File: config.mk
export PLATFORM = sky130hd
export DESIGN_NAME = spi_byte_engine
export DESIGN_NICKNAME = d
export VERILOG_FILES = /design/src/rtl/spb_pkg.sv /design/src/rtl/spb_clkgen.sv /design/src/rtl/spb_shifter.sv /design/src/rtl/spi_byte_engine.sv
export SDC_FILE = /design/constraint.sdc
export NUM_CORES = 1
export LEC_CHECK = 0
export BUFFER_PORTS_ARGS = -buffer_cell sky130_fd_sc_hd__buf_2
export CORE_ASPECT_RATIO = 1.5
export CORE_UTILIZATION = 45
export DETAILED_ROUTE_END_ITERATION = 10
export GPL_TIMING_DRIVEN = 0
export SYNTH_ARGS = -nofsm -noshare
export SYNTH_HDL_FRONTEND = slang
export SYNTH_HIERARCHICAL = 1
export SYNTH_SLANG_ARGS = --single-unit
File: constraint.sdc
create_clock -name clk -period 3.9 [get_ports clk]
set_input_delay 0.39 -clock clk [delete_from_list [all_inputs] [get_ports clk]]
set_output_delay 0.39 -clock clk [all_outputs]
set_load 0.02 [all_outputs]
File: src/rtl/spb_pkg.sv
package spb_pkg;
   localparam logic [7:0] OP_PINS     = 8'h80;
   localparam logic [7:0] OP_LOOP_ON  = 8'h84;
   localparam logic [7:0] OP_LOOP_OFF = 8'h85;
   localparam logic [7:0] OP_DIV      = 8'h86;
   localparam logic [7:0] OP_PRE_OFF  = 8'h8A;
   localparam logic [7:0] OP_PRE_ON   = 8'h8B;
   localparam logic [7:0] OP_WRITE    = 8'h11;
   localparam logic [7:0] OP_READ     = 8'h20;
   localparam logic [7:0] ERR_TAG     = 8'hFA;

   typedef enum logic [3:0] {
      S_IDLE, S_ARG_A, S_ARG_B, S_WR, S_WR_SH,
      S_RD, S_RD_SH, S_RD_PUSH, S_ERR_A, S_ERR_B
   } state_t;
endpackage

File: src/rtl/spb_clkgen.sv
module spb_clkgen #(
   parameter int DIV_W    = 16,
   parameter int PRESCALE = 5
) (
   input  logic             clk,
   input  logic             rst_n,
   input  logic             run,
   input  logic             pre_en,
   input  logic [DIV_W-1:0] div,
   output logic             tick
);
   localparam int PC_W = $clog2(PRESCALE);

   logic [PC_W-1:0]  pc_q;
   logic [DIV_W-1:0] hc_q;
   logic             pre_tick;

   assign pre_tick = !pre_en || (pc_q == PC_W'(PRESCALE - 1));
   assign tick     = run && pre_tick && (hc_q == div);

   always_ff @(posedge clk or negedge rst_n) begin
      if (!rst_n) begin
         pc_q <= '0;
         hc_q <= '0;
      end else if (!run) begin
         pc_q <= '0;
         hc_q <= '0;
      end else begin
         if (!pre_en || pc_q == PC_W'(PRESCALE - 1)) pc_q <= '0;
         else                                         pc_q <= pc_q + 1'b1;
         if (pre_tick) hc_q <= (hc_q == div) ? '0 : hc_q + 1'b1;
      end
   end
endmodule

File: src/rtl/spb_shifter.sv
module spb_shifter #(
   parameter int W = 8
) (
   input  logic         clk,
   input  logic         rst_n,
   input  logic         start,
   input  logic [W-1:0] tx,
   input  logic         tick,
   input  logic         miso,
   output logic         busy,
   output logic         sck,
   output logic         mosi,
   output logic         done,
   output logic [W-1:0] rx
);
   localparam int CNT_W = $clog2(W);

   logic [CNT_W-1:0] cnt_q;
   logic [W-1:0]     tx_sh, rx_sh;
   logic             busy_q, sck_q;

   assign busy = busy_q;
   assign sck  = sck_q;
   assign mosi = tx_sh[W-1];
   assign rx   = rx_sh;
   assign done = busy_q && tick && sck_q && (cnt_q == CNT_W'(W - 1));

   always_ff @(posedge clk or negedge rst_n) begin
      if (!rst_n) begin
         busy_q <= 1'b0;
         sck_q  <= 1'b0;
         cnt_q  <= '0;
         tx_sh  <= '0;
         rx_sh  <= '0;
      end else if (!busy_q) begin
         if (start) begin
            busy_q <= 1'b1;
            tx_sh  <= tx;
            cnt_q  <= '0;
            sck_q  <= 1'b0;
         end
      end else if (tick) begin
         if (!sck_q) begin
            sck_q <= 1'b1;
            rx_sh <= {rx_sh[W-2:0], miso};
         end else begin
            sck_q <= 1'b0;
            tx_sh <= {tx_sh[W-2:0], 1'b0};
            if (cnt_q == CNT_W'(W - 1)) busy_q <= 1'b0;
            else                        cnt_q  <= cnt_q + 1'b1;
         end
      end
   end
endmodule

File: src/rtl/spi_byte_engine.sv
module spi_byte_engine #(
   parameter int DIV_W       = 16,
   parameter int PRESCALE    = 5,
   parameter bit LOOPBACK_EN = 1'b1
) (
   input  logic       clk,
   input  logic       rst_n,
   input  logic       in_valid,
   input  logic [7:0] in_data,
   output logic       in_ready,
   output logic       out_valid,
   output logic [7:0] out_data,
   input  logic       out_ready,
   input  logic       miso,
   output logic [7:0] pin_out,
   output logic [7:0] pin_oe
);
   import spb_pkg::*;

   localparam int BYTE_W = 8;
   localparam int LEN_W  = 2 * BYTE_W;

   if (DIV_W < 1 || DIV_W > LEN_W) begin : g_bad_div
      $error("DIV_W must lie in 1..16");
   end
   if (PRESCALE < 2) begin : g_bad_pre
      $error("PRESCALE must be at least 2");
   end

   state_t            state_q;
   logic [7:0]        op_q, arg_lo_q, val_q, dir_q, rx_q, bad_q;
   logic [LEN_W-1:0]  remain_q;
   logic [DIV_W-1:0]  div_q;
   logic              pre_en_q, loop_q;
   logic [LEN_W-1:0]  arg_full;

   logic              tick, sh_start, sh_busy, sh_sck, sh_mosi, sh_done, sh_miso;
   logic [7:0]        sh_tx, sh_rx;
   logic              in_fire, out_fire;

   assign arg_full = {in_data, arg_lo_q};
   assign in_ready = (state_q == S_IDLE) || (state_q == S_ARG_A) ||
                     (state_q == S_ARG_B) || (state_q == S_WR);
   assign in_fire  = in_valid && in_ready;
   assign out_valid = (state_q == S_RD_PUSH) || (state_q == S_ERR_A) ||
                      (state_q == S_ERR_B);
   assign out_fire = out_valid && out_ready;

   always_comb begin
      unique case (state_q)
         S_ERR_A: out_data = ERR_TAG;
         S_ERR_B: out_data = bad_q;
         default: out_data = rx_q;
      endcase
   end

   assign sh_start = (state_q == S_WR && in_valid) || (state_q == S_RD);
   assign sh_tx    = (state_q == S_WR) ? in_data : 8'h00;

   generate
      if (LOOPBACK_EN) begin : g_loop
         assign sh_miso = loop_q ? sh_mosi : miso;
      end else begin : g_noloop
         assign sh_miso = miso;
      end
   endgenerate

   spb_clkgen #(.DIV_W(DIV_W), .PRESCALE(PRESCALE)) u_clk (
      .clk(clk), .rst_n(rst_n), .run(sh_busy), .pre_en(pre_en_q),
      .div(div_q), .tick(tick)
   );

   spb_shifter #(.W(BYTE_W)) u_sh (
      .clk(clk), .rst_n(rst_n), .start(sh_start), .tx(sh_tx), .tick(tick),
      .miso(sh_miso), .busy(sh_busy), .sck(sh_sck), .mosi(sh_mosi),
      .done(sh_done), .rx(sh_rx)
   );

   assign pin_out = {val_q[7:2],
                     sh_busy ? sh_mosi : val_q[1],
                     sh_busy ? sh_sck  : val_q[0]};
   assign pin_oe  = dir_q;

   always_ff @(posedge clk or negedge rst_n) begin
      if (!rst_n) begin
         state_q  <= S_IDLE;
         op_q     <= '0;
         arg_lo_q <= '0;
         val_q    <= '0;
         dir_q    <= '0;
         rx_q     <= '0;
         bad_q    <= '0;
         remain_q <= '0;
         div_q    <= '0;
         pre_en_q <= 1'b1;
         loop_q   <= 1'b0;
      end else begin
         unique case (state_q)
            S_IDLE: if (in_fire) begin
               unique case (in_data)
                  OP_LOOP_ON:  loop_q   <= 1'b1;
                  OP_LOOP_OFF: loop_q   <= 1'b0;
                  OP_PRE_OFF:  pre_en_q <= 1'b0;
                  OP_PRE_ON:   pre_en_q <= 1'b1;
                  OP_DIV, OP_PINS, OP_WRITE, OP_READ: begin
                     op_q    <= in_data;
                     state_q <= S_ARG_A;
                  end
                  default: begin
                     bad_q   <= in_data;
                     state_q <= S_ERR_A;
                  end
               endcase
            end
            S_ARG_A: if (in_fire) begin
               arg_lo_q <= in_data;
               state_q  <= S_ARG_B;
            end
            S_ARG_B: if (in_fire) begin
               state_q <= S_IDLE;
               unique case (op_q)
                  OP_DIV:   div_q <= arg_full[DIV_W-1:0];
                  OP_PINS: begin
                     val_q <= arg_lo_q;
                     dir_q <= in_data;
                  end
                  OP_WRITE: begin
                     remain_q <= arg_full;
                     state_q  <= S_WR;
                  end
                  default: begin
                     remain_q <= arg_full;
                     state_q  <= S_RD;
                  end
               endcase
            end
            S_WR: if (in_fire) state_q <= S_WR_SH;
            S_WR_SH: if (sh_done) begin
               if (remain_q == '0) state_q <= S_IDLE;
               else begin
                  remain_q <= remain_q - 1'b1;
                  state_q  <= S_WR;
               end
            end
            S_RD: state_q <= S_RD_SH;
            S_RD_SH: if (sh_done) begin
               rx_q    <= sh_rx;
               state_q <= S_RD_PUSH;
            end
            S_RD_PUSH: if (out_fire) begin
               if (remain_q == '0) state_q <= S_IDLE;
               else begin
                  remain_q <= remain_q - 1'b1;
                  state_q  <= S_RD;
               end
            end
            S_ERR_A: if (out_fire) state_q <= S_ERR_B;
            S_ERR_B: if (out_fire) state_q <= S_IDLE;
            default: state_q <= S_IDLE;
         endcase
      end
   end
endmodule

; Yosys cells after proc, flatten, opt, wreduce, memory -nomap -nowiden
; Index checks and enable logic that the tools add are counted.
[word_totals]
register_bits = 126
input_bits = 13
elab_cells = 152
[op_classes]
add_sub_neg = 4
n_eq_ne = 38
muxes = 50
bitwise_logic = 2
n_reduce_logical = 40
[op_table]
columns = op, n
row1 = 2-to-1 mux 16 bit, 8
row2 = equality test 8 bit (second input constant), 8
row3 = one-hot mux 16 bit (3 select lines), 1
row4 = 2-to-1 mux 8 bit, 5
row5 = one-hot mux 4 bit (10 select lines), 1
row6 = 2-to-1 mux 4 bit, 9
row7 = inequality test 2 bit (second input constant), 14
row8 = 2-to-1 mux 3 bit, 8
row9 = AND reduction 3 bit, 8
row10 = adder 16 x 1 -> 16 bit (second input constant), 1
row11 = equality test 16 bit, 1
row12 = equality test 4 x 3 -> 1 bit (second input constant), 4
row13 = equality test 8 x 5 -> 1 bit (second input constant), 2
row14 = zero test 16 bit, 1
row15 = one-hot mux 8 bit (2 select lines), 1
row16 = subtractor 16 x 1 -> 16 bit (second input constant), 1
row17 = 2-to-1 mux 1 bit, 12
row18 = AND reduction 10 bit, 1
row19 = equality test 4 x 2 -> 1 bit (second input constant), 2
row20 = equality test 4 bit (second input constant), 2
row21 = equality test 8 x 6 -> 1 bit (second input constant), 1
row22 = logical AND 1 bit, 8
row23 = one-hot mux 4 bit (2 select lines), 1
row24 = OR reduction 4 bit, 2
row25 = 18 further kinds, 32

; Longest topological paths before layout
[logic_depth]
depth_word = 9
ltp_mapped = 16
mapped_depth_nobuf = 12

; By module
; The synthesis kept the hierarchy.
[modules_own_cells]
columns = module, n_inst, cells_each, area_each_um2, seq_area_each_um2
row1 = spi_byte_engine, 1, 401, 4346.7, 2153.3
row2 = spb_clkgen, 1, 132, 1241.2, 475.5
row3 = spb_shifter, 1, 80, 928.4, 525.5

; Worst setup path after synthesis
; OpenSTA, ideal clock, no wires.
[synth_timing]
path_type = register -> register
startpoint = reg u_clk.hc_q[12]
endpoint = reg state_q[1]
arrival_ns = 3.429
slack_ns = 0.350
stages_incl_launch_ff = 14
n_path_buf = 3
synth_period_minus_slack_ns = 3.550
path_cell_list = dfrtp_1 -> buf_6 -> xor2_1 -> nor4_1 -> nand4_1 -> buf_2 -> nor3b_1 -> and3_1 -> buf_6 -> and2_4 -> o311ai_1 -> a222oi_1 -> o31ai_1 -> a22o_1
[synth_between]
elab_chain_cells = 7
[synth_rtl]
columns = element, line_no
row1 = "start, declared", spb_clkgen.sv:15  ; logic [DIV_W-1:0] hc_q;
row2 = "start signal, assigned", spb_clkgen.sv:31  ; if (pre_tick) hc_q <= (hc_q == div) ? '0 : hc_q + 1'b1;
row3 = equality test 16 bit (*), spb_clkgen.sv:19  ; assign tick = run && pre_tick && (hc_q == div);
row4 = logical AND 1 bit (*), spb_clkgen.sv:19
row5 = via tick, spi_byte_engine.sv:37  ; logic tick, sh_start, sh_busy, sh_sck, sh_mosi, sh_done, sh_miso;
row6 = logical AND 1 bit (*) (3 in series), spb_shifter.sv:26  ; assign done = busy_q && tick && sck_q && (cnt_q == CNT_W'(W - 1));
row7 = via sh_done, spi_byte_engine.sv:37
row8 = inequality test 2 bit (no line), --
row9 = AND reduction 10 bit (no line) (*), --
row10 = "end signal, assigned", spi_byte_engine.sv:86  ; state_q <= S_IDLE;
row11 = "end signal, assigned", spi_byte_engine.sv:107  ; state_q <= S_ARG_A;
row12 = "end signal, assigned", spi_byte_engine.sv:111  ; state_q <= S_ERR_A;
row13 = "end, declared", spi_byte_engine.sv:30  ; state_t state_q;
; The timed path passes the listed nets; every way through them passes the cells marked *.
; A chain may end at the register's enable or synchronous reset.

; Worst setup path in the final report
[layout_timing]
startpoint = reg u_clk.hc_q[12]
endpoint = reg remain_q[8]
[layout_between]
elab_chain_cells = 7
[layout_rtl]
columns = element, line_no
row1 = equality test 16 bit, spb_clkgen.sv:19
row2 = logical AND 1 bit, spb_clkgen.sv:19
row3 = via tick, spi_byte_engine.sv:37
row4 = logical AND 1 bit (3 in series), spb_shifter.sv:26
row5 = via sh_done, spi_byte_engine.sv:37
row6 = inequality test 2 bit (no line), --
row7 = AND reduction 5 bit (no line), --
row8 = "end signal, assigned", spi_byte_engine.sv:128  ; remain_q <= arg_full;
row9 = "end signal, assigned", spi_byte_engine.sv:132  ; remain_q <= arg_full;
row10 = "end signal, assigned", spi_byte_engine.sv:141  ; remain_q <= remain_q - 1'b1;
row11 = "end, declared", spi_byte_engine.sv:32  ; logic [LEN_W-1:0] remain_q;
; The timed path passes the listed nets, and every way through them passes these cells.

==> results.py <==
metrics = {
    "outcome": {
        "run_status": "finished clean",
    },
    "setup_path": {
        "crit_buf_inv": 4,
        "worst_ep_required_time_ns": 4.20,
        "critPathLaunch": "u_clk/hc_q[12]",
        "r2r_end": "remain_q[8]",
        "r2r_slack_ns": 0.23,
        "arrival_ns": 3.96,
        "endpoint_kind": "flip-flop",
        "slowest_stage": "dfrtp_1",
        "critPathTopFamily": "simple AND/OR/NAND/NOR gates",
        "cp_cell_sequence": "buf_6 > xor2_1 > nor4_2 > nand4_1 > buf_2 > nor3b_4 > and3_1 > buf_6 > and2_4 > nand2_1 > o211ai_1 > o211ai_1 > a21oi_2 > buf_2 > o21ai_0 > o2bb2ai_1",
        "crit_end": "remain_q[8]",
        "cpPeakStageDelay_ns": 0.38,
        "criticalPathCategory": "flip-flop to flip-flop",
        "r2r_start": "u_clk/hc_q[12]",
        "start_kind": "flip-flop",
        "ff2ff_path_depth": 16,
        "cp_num_cells": 16,
        "cp_max_fo": 10,
    },
    "sta": {
        "clock.fmax_mhz": 272.7,
        "tightest_slew_ns": 0.9433,
        "setup_viol": 0,
        "hold_slack_ns": 0.3456,
        "slew_viol_final": 0,
        "post-route-period-util": 0.9401,
        "slew_headroom": 0.3663,
        "min_period_ns": 3.666,
        "setup_tns_ns": 0,
        "hold_viol_final": 0,
        "skew_ns": 0.01003,
    },
    "global_routing": {
        "grt_max_degree": 83,
        "grt_antenna_before_repair": 0,
        "grt_pass1_vias": 4969,
        "globalRouteOverflowTotal": 0,
        "grt_use_total": 0.2332,
        "grt_pass1_wl_um": 26330,
    },
    "final_layout": {
        "areaGrowthSynthToFinish_pct": 18.28,
        "stdcell_count": 878,
        "drive_above_1_share": 0.2945,
        "fin_area_um2": 7707,
        "top_regs": "div_q (16), remain_q (16), u_clk/hc_q (16)",
        "fin_nets": 693,
        "nFillCells": 1256,
        "n_antenna_cell": 0,
    },
    "synth": {
        "ys_async_sr_fraction": 1.000,
        "syn_area_um2": 6516,
        "ys_warn_count": 6,
        "synth-seq-cells": 126,
        "ys_seq_area_frac": 0.4841,
        "synth_flop_cell": "dfrtp_1",
        "synth_enable_flop_cells": 0,
        "syn_nets": 633,
        "synthDistinctLibCells": 72,
        "avgSynthCellArea_um2": 10.63,
        "syn_inst": 613,
    },
    "clock_network": {
        "numCtsBuffers": 17,
        "cts_tree": "yes",
        "cts_buffer_depth": 2,
        "h-tree-depth": 4,
        "clkTransAtPathRegs_ns": 0.06,
        "clock-root-buffer": "clkbuf_16",
        "clk_latency_ns": 0.42,
        "cts_sinks": 126,
    },
    "placed_design": {
        "portBuffers": 34,
        "placed_cells": 840,
        "dp_hpwl_um": 10990,
        "dpl_cell_area_um2": 6960,
        "place_congestion": 0.9767,
    },
    "drt": {
        "drc": 0,
        "drt-total-wl_um": 16170,
        "first_iter_violations": 333,
        "wl_per_cell_um": 18.41,
        "detail-route-antenna-nets": 0,
        "firstDrtPassIters": 5,
        "avgViaCountPerCell": 5.656,
        "vias": 4966,
    },
    "floorplan": {
        "dieArea_um2": 14980,
        "core_um2": 14060,
        "boundaryPins": 39,
        "die_h_um": 149.4,
        "rows": 53,
        "initial_core_util": 0.4635,
        "die_w_um": 100.3,
    },
    "power": {
        "leakage_nw": 3.586,
        "ir_drop_mv": 0.4181,
        "power_density_nw_per_um2": 644.1,
    },
    "job": {
        "drv_cap": 0,
    },
    "hold_path": {
        "min_path_type": "input pin to flip-flop",
        "worstHoldStart": "miso",
    },
}
## cells in the mapped netlist, types with 3 or more instances
| cell | count | area share |
|---|---|---|
| mux2i_1 | 3 | 0.0046 |
| o21ai_0 | 43 | 0.033 |
| o2bb2ai_1 | 4 | 0.0054 |
| buf_6 | 4 | 0.0069 |
| o311ai_1 | 3 | 0.0040 |
| nand4_1 | 12 | 0.012 |
| a31oi_1 | 8 | 0.0077 |
| ha_1 | 7 | 0.013 |
| xnor2_1 | 5 | 0.0067 |
| and3_1 | 5 | 0.0048 |
| nor3_1 | 18 | 0.014 |
| a21oi_1 | 22 | 0.017 |
| dfrtp_1 | 125 | 0.48 |
| inv_1 | 20 | 0.012 |
| nand2_1 | 39 | 0.022 |
| clkbuf_1 | 13 | 0.0075 |
| nor2_1 | 34 | 0.020 |
| or3_1 | 4 | 0.0038 |
| xor2_1 | 22 | 0.030 |
| nor4_1 | 11 | 0.011 |
| nand2b_1 | 4 | 0.0038 |
| buf_4 | 9 | 0.010 |
| nand3_1 | 17 | 0.013 |
| mux2_2 | 75 | 0.13 |
| o22ai_1 | 13 | 0.012 |
| buf_2 | 14 | 0.011 |
| a22oi_1 | 8 | 0.0092 |
| nor2b_1 | 6 | 0.0058 |
| and2_1 | 9 | 0.0086 |
## per-layer routing
layer  vias up  share of wire  track usage
met4         0          0.058       0.1413
li1       2328              -            -
met2       146           0.50       0.3908
met5         -              0            0
met1      2439           0.40       0.2739
met3        53          0.036      0.04639
## timing repair
| action | in CTS | in global routing |
|---|---|---|
| gates resized for setup | 1 | 3 |
| gates cloned | 0 | 0 |
| hold endpoints to repair | 44 | 0 |
| pin swaps | 1 | 1 |
| hold buffers | 1 | 0 |
| endpoints found under the setup margin | 19 | 16 |
| setup buffers | 1 | 4 |
## placed cells by master (no fill, tap or decap), types with 14 or more instances in the layout
cell	n
a21oi_1	21
buf_2	47
buf_4	14
clkbuf_1	14
clkbuf_16	17
dfrtp_1	125
inv_1	20
mux2_2	75
nand2_1	39
nand3_1	17
nor2_1	34
nor3_1	18
o21ai_0	43
xor2_1	22
## final cells by class
cell class                 instances  area, µm²  share of cell area
inverter                          23      86.33             0.01120
clock buffer                      19      442.9             0.05747
tap                              192      240.2             0.03117
multi-input combinational        424       3065              0.3977
timing repair buffer              41      251.5             0.03263
clock inverter                    13      235.2             0.03052
buffer                            40      231.5             0.03003
sequential                       126       3154              0.4093
## where the power goes
part | internal, W | switching (W)
combinational | 0.000550 | 0.000738
clock | 0.00122 | 0.000604
sequential | 0.00159 | 0.000259
## stage by stage
| step | setup slack (ns) | utilization | total power, W |
|---|---|---|---|
| finish | 0.2336 | 0.5482 | 0.004965 |
| global route | -0.01549 | 0.5482 | 0.005224 |
| CTS | 0.006305 | 0.5449 | 0.004962 |
| detailed placement | -0.3754 | 0.4951 | 0.003107 |
| global placement | -0.2686 | 0.4927 | 0.003050 |
| floorplan | 0.3498 | - | 0.002711 |
## how the worst min path moves through the flow
stage | to | slack [ns] | depth (start not counted)
3_3_place_gp | u_clk/pc_q[0] | 0.45 | 1
5_1_grt | u_sh/rx[0] | 0.36 | 3
6_report | u_sh/rx[0] | 0.35 | 3
2_1_floorplan | arg_lo_q[0] | 0.09 | 0
3_5_place_dp | u_clk/hc_q[12] | 0.35 | 1
4_1_cts | u_sh/rx[0] | 0.33 | 3
## cell families after synthesis
logic type,count (synthesis),synth area share
muxes,79,0.1365
adders and majority gates,8,0.01498
DFF,126,0.4841
buffers and inverters,63,0.04877
and+or+nand+nor,188,0.1644
AOI/OAI and AO/OA,122,0.1150
xor gates and xnor gates,27,0.03629
## worst min-delay path: stages
cell    delay (ns)
buf_2         0.08
mux2_2        0.13
mux2_2        0.13
Power figures use the tool's default switching activity.
